==> src/rtl/pwb_pkg.sv <==
// Shared types and helpers for the pulse-width bus transmitter.
package pwb_pkg;

   // Frame sequencer state.
   typedef enum logic {
      ST_IDLE = 1'b0,
      ST_SEND = 1'b1
   } pwb_state_e;

   // Converts a duration in microseconds to clock cycles.
   function automatic int us_to_cycles(input longint hz, input longint us);
      return int'((hz * us) / 64'd1_000_000);
   endfunction

endpackage

==> src/rtl/pwb_cksum.sv <==
// Combinational checksum: XOR of the first `count` nibbles, plus one.
module pwb_cksum #(
   parameter int NIB_W    = 4,
   parameter int MAX_NIBS = 16,
   parameter int CNT_W    = $clog2(MAX_NIBS + 1)
) (
   input  logic [MAX_NIBS*NIB_W-1:0] payload,
   input  logic [CNT_W-1:0]          count,
   output logic [NIB_W-1:0]          cksum
);

   logic [MAX_NIBS-1:0][NIB_W-1:0] masked;
   logic [NIB_W-1:0]               acc;

   // Nibbles at or above the count take no part in the sum.
   for (genvar i = 0; i < MAX_NIBS; i++) begin : g_mask
      localparam logic [CNT_W-1:0] IDX = CNT_W'(i);
      assign masked[i] = (IDX < count) ? payload[i*NIB_W +: NIB_W] : '0;
   end

   always_comb begin
      acc = '0;
      for (int k = 0; k < MAX_NIBS; k++) begin
         acc = acc ^ masked[k];
      end
      cksum = acc + NIB_W'(1);
   end

endmodule

==> src/rtl/pwb_bit_timer.sv <==
// Slot timer: one phase counter per bit slot and the pulse-width compare.
module pwb_bit_timer #(
   parameter int PERIOD_CYC = 48000,
   parameter int ZERO_CYC   = 9600,
   parameter int ONE_CYC    = 28800
) (
   input  logic clk,
   input  logic rst_n,
   input  logic run,
   input  logic bit_val,
   output logic pull,
   output logic period_end
);

   localparam int PH_W = (PERIOD_CYC > 1) ? $clog2(PERIOD_CYC) : 1;
   localparam logic [PH_W-1:0] PH_LAST  = PH_W'(PERIOD_CYC - 1);
   localparam logic [PH_W-1:0] W_ZERO   = PH_W'(ZERO_CYC);
   localparam logic [PH_W-1:0] W_ONE    = PH_W'(ONE_CYC);

   logic [PH_W-1:0] ph;
   logic [PH_W-1:0] width;

   assign period_end = run && (ph == PH_LAST);
   assign width      = bit_val ? W_ONE : W_ZERO;
   assign pull       = run && (ph < width);

   always_ff @(posedge clk or negedge rst_n) begin
      if (!rst_n) begin
         ph <= '0;
      end else if (!run || period_end) begin
         ph <= '0;
      end else begin
         ph <= ph + PH_W'(1);
      end
   end

endmodule

==> src/rtl/pwb_frame_seq.sv <==
// Frame sequencer: holds the frame image and walks it nibble by nibble,
// most significant bit first.
module pwb_frame_seq
   import pwb_pkg::*;
#(
   parameter int NIB_W    = 4,
   parameter int MAX_NIBS = 16,
   parameter int CNT_W    = $clog2(MAX_NIBS + 1)
) (
   input  logic                      clk,
   input  logic                      rst_n,
   input  logic                      load,
   input  logic [CNT_W-1:0]          count,
   input  logic [MAX_NIBS*NIB_W-1:0] payload,
   input  logic [NIB_W-1:0]          cksum,
   input  logic                      step,
   output logic                      busy,
   output logic                      done,
   output logic                      cur_bit
);

   localparam int NSLOT = MAX_NIBS + 1;
   localparam int BIT_W = $clog2(NIB_W);
   localparam logic [BIT_W-1:0] BIT_TOP = BIT_W'(NIB_W - 1);

   pwb_state_e                  state;
   logic [NSLOT-1:0][NIB_W-1:0] slot_q;
   logic [NSLOT-1:0][NIB_W-1:0] slot_d;
   logic [CNT_W-1:0]            nib_idx;
   logic [CNT_W-1:0]            last_idx;
   logic [BIT_W-1:0]            bit_idx;
   logic                        done_q;

   // The checksum lands in the slot right after the last payload nibble.
   for (genvar i = 0; i < NSLOT; i++) begin : g_slot
      localparam logic [CNT_W-1:0] IDX = CNT_W'(i);
      if (i < MAX_NIBS) begin : g_pay
         assign slot_d[i] = (IDX == count) ? cksum : payload[i*NIB_W +: NIB_W];
      end else begin : g_tail
         assign slot_d[i] = (IDX == count) ? cksum : '0;
      end
   end

   always_ff @(posedge clk or negedge rst_n) begin
      if (!rst_n) begin
         slot_q <= '0;
      end else if (load) begin
         slot_q <= slot_d;
      end
   end

   always_ff @(posedge clk or negedge rst_n) begin
      if (!rst_n) begin
         state    <= ST_IDLE;
         nib_idx  <= '0;
         last_idx <= '0;
         bit_idx  <= '0;
         done_q   <= 1'b0;
      end else begin
         done_q <= 1'b0;
         case (state)
            ST_IDLE: begin
               if (load) begin
                  state    <= ST_SEND;
                  nib_idx  <= '0;
                  last_idx <= count;
                  bit_idx  <= BIT_TOP;
               end
            end
            ST_SEND: begin
               if (step) begin
                  if (bit_idx == '0) begin
                     if (nib_idx == last_idx) begin
                        state  <= ST_IDLE;
                        done_q <= 1'b1;
                     end else begin
                        nib_idx <= nib_idx + CNT_W'(1);
                        bit_idx <= BIT_TOP;
                     end
                  end else begin
                     bit_idx <= bit_idx - BIT_W'(1);
                  end
               end
            end
            default: state <= ST_IDLE;
         endcase
      end
   end

   assign busy    = (state == ST_SEND);
   assign done    = done_q;
   assign cur_bit = slot_q[nib_idx][bit_idx];

endmodule

==> src/rtl/pwb_tx.sv <==
// Pulse-width bus frame transmitter, top level.
module pwb_tx #(
   parameter int NIB_W     = 4,
   parameter int MAX_NIBS  = 16,
   parameter int CLK_HZ    = 16_000_000,
   parameter int ZERO_US   = 600,
   parameter int ONE_US    = 1800,
   parameter int PERIOD_US = 3000,
   localparam int CNT_W    = $clog2(MAX_NIBS + 1)
) (
   input  logic                      clk,
   input  logic                      rst_n,
   input  logic                      start,
   input  logic [CNT_W-1:0]          nib_count,
   input  logic [MAX_NIBS*NIB_W-1:0] nibbles,
   output logic                      bus_pull,
   output logic                      busy,
   output logic                      done
);

   localparam int ZERO_CYC   = pwb_pkg::us_to_cycles(CLK_HZ, ZERO_US);
   localparam int ONE_CYC    = pwb_pkg::us_to_cycles(CLK_HZ, ONE_US);
   localparam int PERIOD_CYC = pwb_pkg::us_to_cycles(CLK_HZ, PERIOD_US);

   // Elaboration-time parameter checks.
   if (NIB_W < 2) begin : g_bad_nib
      $error("pwb_tx: NIB_W must be at least 2");
   end
   if (MAX_NIBS < 1) begin : g_bad_max
      $error("pwb_tx: MAX_NIBS must be at least 1");
   end
   if (ZERO_CYC < 1) begin : g_bad_zero
      $error("pwb_tx: short pulse rounds to zero cycles");
   end
   if (ONE_CYC <= ZERO_CYC) begin : g_bad_one
      $error("pwb_tx: long pulse must exceed short pulse");
   end
   if (PERIOD_CYC <= ONE_CYC) begin : g_bad_period
      $error("pwb_tx: slot must exceed long pulse");
   end

   logic             count_ok;
   logic             accept;
   logic [NIB_W-1:0] cksum;
   logic             cur_bit;
   logic             period_end;

   assign count_ok = (nib_count != '0) && (nib_count <= CNT_W'(MAX_NIBS));
   assign accept   = start && !busy && count_ok;

   pwb_cksum #(
      .NIB_W    (NIB_W),
      .MAX_NIBS (MAX_NIBS),
      .CNT_W    (CNT_W)
   ) u_cksum (
      .payload (nibbles),
      .count   (nib_count),
      .cksum   (cksum)
   );

   pwb_frame_seq #(
      .NIB_W    (NIB_W),
      .MAX_NIBS (MAX_NIBS),
      .CNT_W    (CNT_W)
   ) u_seq (
      .clk     (clk),
      .rst_n   (rst_n),
      .load    (accept),
      .count   (nib_count),
      .payload (nibbles),
      .cksum   (cksum),
      .step    (period_end),
      .busy    (busy),
      .done    (done),
      .cur_bit (cur_bit)
   );

   pwb_bit_timer #(
      .PERIOD_CYC (PERIOD_CYC),
      .ZERO_CYC   (ZERO_CYC),
      .ONE_CYC    (ONE_CYC)
   ) u_timer (
      .clk        (clk),
      .rst_n      (rst_n),
      .run        (busy),
      .bit_val    (cur_bit),
      .pull       (bus_pull),
      .period_end (period_end)
   );

endmodule

==> config.mk <==
export PLATFORM = sky130hd
export DESIGN_NAME = pwb_tx
export DESIGN_NICKNAME = d
export VERILOG_FILES = /design/src/rtl/pwb_pkg.sv /design/src/rtl/pwb_cksum.sv /design/src/rtl/pwb_bit_timer.sv /design/src/rtl/pwb_frame_seq.sv /design/src/rtl/pwb_tx.sv
export SDC_FILE = /design/constraint.sdc
export NUM_CORES = 1
export LEC_CHECK = 0
export ABC_AREA = 1
export BUFFER_PORTS_ARGS = -buffer_cell sky130_fd_sc_hd__buf_2
export CAP_MARGIN = 10
export CORE_MARGIN = 3
export CORE_UTILIZATION = 54
export DETAILED_ROUTE_END_ITERATION = 7
export PLACE_DENSITY = 0.77
export SYNTH_ARGS = -nofsm -noshare
export SYNTH_HDL_FRONTEND = slang
export SYNTH_SLANG_ARGS = --single-unit
==> constraint.sdc <==
create_clock -name clk -period 3.2 [get_ports clk]
set_clock_uncertainty 0.05 [all_clocks]
set_input_delay 0.64 -clock clk [delete_from_list [all_inputs] [get_ports clk]]
set_output_delay 0.64 -clock clk [all_outputs]
set_load 0.02 [all_outputs]
-- Word level (Yosys, flattened, before mapping)
Cells that the tools add are included.
- word-level logic and storage cells: 157
- bits of input ports: 72
- register bits after elaboration: 98
- equality and inequality tests: 23
- add/subtract/negate cells: 4
- reduce and logical (&&, ||, !) cells: 13
- multiplexer cells: 58
- magnitude comparators: 20
- bitwise logic cells: 16
- operators with widths (operator ; number):
    2-to-1 mux 4 bit ; 34
    bitwise XOR 4 bit ; 15
    == test 4 x 5 -> 1 bit, first input constant ; 8
    less-than comparator 4 x 5 -> 1 bit, first input constant ; 8
    binary-select mux 4 bit (select 5 bit) ; 1
    == test 3 x 5 -> 1 bit, first input constant ; 4
    less-than comparator 3 x 5 -> 1 bit, first input constant ; 4
    2-to-1 mux 5 bit ; 4
    adder 16 x 1 -> 16 bit, second input constant ; 1
    == test 16 bit, second input constant ; 1
    less-than comparator 16 bit ; 1
    2-to-1 mux 16 bit ; 1
    2-to-1 mux 15 bit ; 1
    == test 2 x 5 -> 1 bit, first input constant ; 2
    less-than comparator 1 x 5 -> 1 bit, first input constant ; 2
    less-than comparator 2 x 5 -> 1 bit, first input constant ; 2
    one-hot mux 5 bit (2 select lines) ; 1
    2-to-1 mux 1 bit ; 9
    2-to-1 mux 2 bit ; 4
    less-than comparator 5 x 6 -> 1 bit, second input constant ; 1
    inequality test 2 bit, second input constant ; 3
    adder 5 x 1 -> 5 bit, second input constant ; 1
    == test 1 x 5 -> 1 bit, first input constant ; 1
    == test 5 bit ; 1
    20 further kinds ; 24

-- Logic depth before layout (Yosys ltp)
- depth after elaboration: 19
- gate-level depth with buffers: 22
- mapped depth without buffers: 20

-- Cells and area by module
Synthesis repeated with hierarchy kept, for this count alone.
- cells, all modules: 1155
- area, all modules: 7231.9 µm²
- modules (own cells, without submodules) (module ; cells an instance ; times used ; sequential area each (µm²) ; area each (µm²)):
    pwb_frame_seq ; 657 ; 1 ; 2052.0 ; 4634.4
    pwb_cksum ; 355 ; 1 ; 0.0 ; 1570.3
    pwb_bit_timer ; 134 ; 1 ; 400.4 ; 985.9
    pwb_tx ; 9 ; 1 ; 0.0 ; 41.3

-- Least setup slack after synthesis
Ideal clock, no wire load.
- path type: flip-flop to output port
- start: register u_seq.nib_idx[1]
- end: output bus_pull
- arrival: 3.032 ns
- cell stages (with the launch flop): 18
- buffers on the path: 1
- path slack: -0.522 ns
- cell sequence: dfrtp_1 > clkbuf_1 > nand2_1 > o22ai_1 > a21oi_1 > o21ai_0 > a21oi_1 > or2_2 > o211ai_1 > nand2_1 > nand2_1 > nand2_1 > ha_1 > a21oi_1 > nand2_1 > a211oi_1 > o21bai_1 > a311oi_1
- longest elaborated chain between the ends: 7
- RTL lines (what ; RTL line ; RTL):
    from (decl) ; pwb_frame_seq.sv:29 ; logic [CNT_W-1:0] nib_idx;
    from (signal assigned) ; pwb_frame_seq.sv:77 ; nib_idx <= nib_idx + CNT_W'(1);
    binary-select mux 4 bit (select 5 bit) ; pwb_frame_seq.sv:92 ; assign cur_bit = slot_q[nib_idx][bit_idx];
    2-to-1 mux 4 bit (implied by the code) ; pwb_frame_seq.sv:92 ;
    binary-select mux 1 bit (select 2 bit) ; pwb_frame_seq.sv:92 ;
    2-to-1 mux 1 bit (implied by the code) ; pwb_frame_seq.sv:92 ;
    2-to-1 mux 15 bit ; pwb_bit_timer.sv:24 ; assign width = bit_val ? W_ONE : W_ZERO;
    less-than comparator 16 bit ; pwb_bit_timer.sv:25 ; assign pull = run && (ph < width);
    logical AND 1 bit ; pwb_bit_timer.sv:25 ;
    to (decl) ; pwb_tx.sv:16 ; output logic bus_pull,
Every way passes these cells. The select of a mux whose other input is x is not followed.

-- Final worst setup path
- start: register u_seq.nib_idx[0]
- end: output bus_pull
The elaborated chain is that of the path after synthesis.

==> metrics.txt <==
# TYPE chip_impl_metric gauge
chip_impl_info{name="run_status",value="complete, but fails checks"} 1
chip_impl_info{name="violations",value="setup timing"} 1
chip_impl_metric{name="drt_pre_antenna_iters",unit=""} 5
chip_impl_metric{name="synth_top_cell_area_share",unit="%"} 35.9
chip_impl_metric{name="power.sequential.fraction",unit="%"} 39.3
chip_impl_metric{name="gpl.final_weighted_congestion",unit=""} 0.978
chip_impl_info{name="timing.rr.end",value="u_seq.nib_idx[4]$_DFFE_PN0P_"} 1
chip_impl_info{name="cts_tree",value="yes"} 1
chip_impl_metric{name="cts-hold-fix-buffers",unit=""} 0
chip_impl_metric{name="cp_data_arrival_time",unit="ps"} 3090
chip_impl_metric{name="dp_hpwl",unit="um"} 17200
chip_impl_metric{name="tns",unit="ps"} -576
chip_impl_metric{name="drv_cap",unit=""} 0
chip_impl_metric{name="chipWidth",unit="um"} 119
chip_impl_info{name="yosys.cell_count.top_type",value="sky130_fd_sc_hd__nand2_1"} 1
chip_impl_info{name="class_of_the_tightest_hold_or_removal_check",value="primary input to async pin"} 1
chip_impl_metric{name="final_critical_delay_including_setup_and_external_delays",unit="ps"} 3780
chip_impl_metric{name="timing.fmax",unit="GHz"} 0.265
chip_impl_metric{name="drc",unit=""} 0
chip_impl_metric{name="post_drt_wl_per_cell",unit="um"} 16.4
chip_impl_metric{name="power_density",unit="nW/um^2"} 374
chip_impl_metric{name="antenna_violating_nets_post_route",unit=""} 0
chip_impl_metric{name="antenna_found_initial",unit=""} 0
chip_impl_info{name="yosys-top-cells-count",value="307 x sky130_fd_sc_hd__nand2_1, 114 x sky130_fd_sc_hd__inv_1, 105 x sky130_fd_sc_hd__nor2_1"} 1
chip_impl_metric{name="final_layout_worst_hold_slack",unit="ps"} 385
chip_impl_metric{name="die_height",unit="um"} 119
chip_impl_metric{name="timing.critical_path.fanout_max",unit=""} 6
chip_impl_metric{name="wl",unit="um"} 22000
chip_impl_metric{name="synth.yosys.seq_area_share",unit="%"} 35.9
chip_impl_metric{name="viasPerCell",unit=""} 5.63
chip_impl_metric{name="pwr-share-clk",unit="%"} 31.4
chip_impl_metric{name="grt_pass1_vias",unit=""} 6801
chip_impl_metric{name="synthesis.nets",unit=""} 1114
chip_impl_metric{name="setup_violations",unit=""} 1
chip_impl_info{name="crit_type",value="flop to output pin"} 1
chip_impl_metric{name="dieArea",unit="um^2"} 14100
chip_impl_info{name="postSynth.topFlopCell",value="sky130_fd_sc_hd__dfrtp_1"} 1
chip_impl_metric{name="placed_area",unit="um^2"} 8010
chip_impl_info{name="rsz_0062_raised_after_global_routing",value="true"} 1
chip_impl_info{name="yosys-top-cells-area",value="sky130_fd_sc_hd__dfrtp_1 36%, sky130_fd_sc_hd__nand2_1 17%, sky130_fd_sc_hd__nand3_1 6.8%"} 1
chip_impl_metric{name="timing_max_transition_violations_final",unit=""} 0
chip_impl_metric{name="internal-power",unit="mW"} 2.13
chip_impl_info{name="worstSetupEndpointType",value="output pin"} 1
chip_impl_metric{name="gr-usage-all-layers",unit="%"} 31.4
chip_impl_metric{name="reg2reg_slack",unit="ps"} 1020
chip_impl_metric{name="boundary_pin_count",unit=""} 75
chip_impl_metric{name="sw_frac_of_total",unit="%"} 32.3
chip_impl_metric{name="worst_r2r_path_depth",unit=""} 14
chip_impl_info{name="routed.top_layer",value="met4"} 1
chip_impl_metric{name="cts-buffers-inserted",unit=""} 9
chip_impl_metric{name="routed-wl-met2",unit="um"} 10200
chip_impl_metric{name="power.static_leakage",unit="nW"} 4.36
chip_impl_metric{name="power.net_switching",unit="mW"} 1.02
chip_impl_metric{name="yosys_warnings",unit=""} 0
chip_impl_metric{name="synth_cells",unit=""} 1034
chip_impl_metric{name="timing.final.ws_setup",unit="ps"} -576
chip_impl_metric{name="final_min_period_over_clock_period",unit="%"} 118
chip_impl_metric{name="combinationalPowerShare",unit="%"} 29.2
chip_impl_metric{name="fin_area",unit="um^2"} 8410
chip_impl_metric{name="row_count",unit=""} 40
chip_impl_metric{name="wl_met1",unit="um"} 9200
chip_impl_info{name="clk_root_buffer_cell",value="sky130_fd_sc_hd__clkbuf_16"} 1
chip_impl_metric{name="timing.critical_path.required",unit="ps"} 2510
chip_impl_metric{name="place.port_buffers",unit=""} 74
chip_impl_info{name="startpoint_type",value="flop"} 1
chip_impl_metric{name="design.core.area",unit="um^2"} 12200
chip_impl_metric{name="cts_max_path_buffers",unit=""} 2
chip_impl_metric{name="area_delta_synth_final",unit="%"} 22.9
chip_impl_metric{name="drt_iter0_markers",unit=""} 826
chip_impl_metric{name="grt_first_pass_wirelength",unit="um"} 35100
chip_impl_metric{name="cts_num_sinks",unit=""} 98
chip_impl_metric{name="timing.max_slew.rel_slack",unit="%"} 37.1
chip_impl_metric{name="vias",unit=""} 7569
chip_impl_metric{name="antenna_cells",unit=""} 0
chip_impl_info{name="synthDominantAreaCellType",value="sky130_fd_sc_hd__dfrtp_1"} 1
chip_impl_metric{name="clk_transition_reported_paths",unit="ps"} 60
chip_impl_metric{name="timing.final.hold_violations",unit=""} 0
chip_impl_metric{name="ys_ff_latch",unit=""} 98
chip_impl_metric{name="synthArstFlopShare",unit="%"} 100
chip_impl_metric{name="ys_types",unit=""} 47
chip_impl_metric{name="final_layout_size_suffix_gt1_share",unit="%"} 19.0
chip_impl_metric{name="synthesis.area",unit="um^2"} 6840
chip_impl_metric{name="globalRouteOverflowTotal",unit=""} 0
chip_impl_metric{name="synth_area_per_cell",unit="um^2"} 6.62
chip_impl_metric{name="initial_core_util",unit="%"} 56.0
chip_impl_metric{name="finalNetCount",unit=""} 1252
chip_impl_metric{name="htree_num_levels",unit=""} 3
chip_impl_metric{name="synth_enable_flop_cells",unit=""} 0
chip_impl_info{name="critical_path.reg2reg.startpoint",value="u_timer.ph[0]$_DFF_PN0_"} 1
chip_impl_metric{name="met3_wire_len",unit="um"} 2150
chip_impl_metric{name="tightest_slew",unit="ps"} 944
chip_impl_metric{name="maximum_number_of_pins_on_one_net_before_global_route_repair",unit=""} 78
chip_impl_metric{name="clk_latency",unit="ps"} 350
chip_impl_metric{name="vdd_drop_max",unit="mV"} 0.287
==> cell usage in the layout (no fill, tap or decap), drive strengths merged, types with 2 or more instances in the layout <==
cell,n
nand3b,5
o21bai,2
o32ai,2
a31oi,15
ha,8
clkinv,4
clkbuf,11
o31ai,2
a21oi,46
inv,118
xnor2,4
o21ai,86
a211oi,2
nand2,315
nor3,23
nor2,110
nand4,15
dfrtp,98
nor4,7
o22ai,8
o221ai,6
o211ai,5
xor2,8
nand3,99
buf,162
clkinvlp,2
o21a,6
==> state kept, by name (all words and copies together) (netlist names) <==
signal	cells
u_seq.done	1
u_seq.bit_idx	2
u_seq.last_idx	5
u_timer.ph	16
u_seq.slot_q	68
u_seq.busy	1
u_seq.nib_idx	5
==> worst max-delay path, stage by stage, from the launching register on <==
cell and delay, ps:
sky130_fd_sc_hd__dfrtp_2 460, sky130_fd_sc_hd__buf_6 160, sky130_fd_sc_hd__a21oi_2 120, sky130_fd_sc_hd__a21oi_1 80
sky130_fd_sc_hd__o21ai_1 130, sky130_fd_sc_hd__a21oi_1 60, sky130_fd_sc_hd__or2_4 220, sky130_fd_sc_hd__o211ai_1 170
sky130_fd_sc_hd__nand2_1 80, sky130_fd_sc_hd__nand2_1 70, sky130_fd_sc_hd__nand2_2 80, sky130_fd_sc_hd__ha_4 220
sky130_fd_sc_hd__a21oi_2 120, sky130_fd_sc_hd__nand2_1 60, sky130_fd_sc_hd__a211oi_2 210, sky130_fd_sc_hd__o21bai_1 130
sky130_fd_sc_hd__a311oi_2 200, sky130_fd_sc_hd__buf_4 170
==> layer usage <==
layer,GRT usage [%],up-vias
met5,0,-
met4,8.83,0
met3,4.26,34
met2,49.6,399
met1,45.4,3451
li1,-,3685
==> logic make-up (layout without fill, tap and decap cells) <==
family	Yosys count	after routing	share of synthesized area, %
AND/OR/NAND/NOR	577	577	36.7
AO/OA/AOI/OAI	184	184	15.3
buffers and inverters	155	297	8.89
flip-flops	98	98	35.9
XOR/XNOR	12	12	1.81
adder cells (fa/ha/maj)	8	8	1.46
==> per-stage QoR <==
stage	power (mW)	util, %	cells	worst slack (ps)
4_1_cts	3.14	68.7	1344	-554
6_report	3.15	68.8	1344	-576
2_1_floorplan	1.71	-	1034	-234
5_1_grt	3.29	68.8	1344	-747
3_3_place_gp	2.15	65.6	1326	-294
3_5_place_dp	2.16	65.6	1326	-377
==> area by class of cell <==
| cell class | count | area [um^2] |
|---|---|---|
| sequential | 98 | 2450 |
| clock inverter | 4 | 28.8 |
| fill | 1082 | 3810 |
| tap | 168 | 210 |
| multi-input combinational | 781 | 3890 |
| timing repair buffer | 162 | 1140 |
| inverter | 120 | 455 |
| clock buffer | 11 | 233 |
==> how the worst max path moves through the flow <==
stage / start / endpoint / slack [ps] / depth (start not counted)
floorplan: u_seq.nib_idx[1]$_DFFE_PN0P_ / bus_pull / -230 / 17
global placement: u_seq.nib_idx[1]$_DFFE_PN0P_ / bus_pull / -290 / 17
detailed placement: u_seq.nib_idx[1]$_DFFE_PN0P_ / bus_pull / -380 / 16
CTS: u_seq.nib_idx[0]$_DFFE_PN0P_ / bus_pull / -550 / 16
global route: u_seq.nib_idx[0]$_DFFE_PN0P_ / bus_pull / -750 / 17
finish: u_seq.nib_idx[0]$_DFFE_PN0P_ / bus_pull / -580 / 17
==> what timing repair did <==
action | 4_1_cts | 5_1_grt
buffers inserted | 3 | 0
pin swaps | 13 | 1
endpoints found under the setup margin | 1 | 1
gates resized for setup | 28 | 5
==> power groups by stage <==
stage	sequential (mW)	combinational, mW	clock (mW)
global route	1.24	0.998	1.05
detailed placement	1.26	0.902	0
finish	1.24	0.920	0.989
CTS	1.24	0.906	0.991
floorplan	1.26	0.444	0
global placement	1.26	0.892	0
No activity file was read; power rests on OpenSTA's default activity.
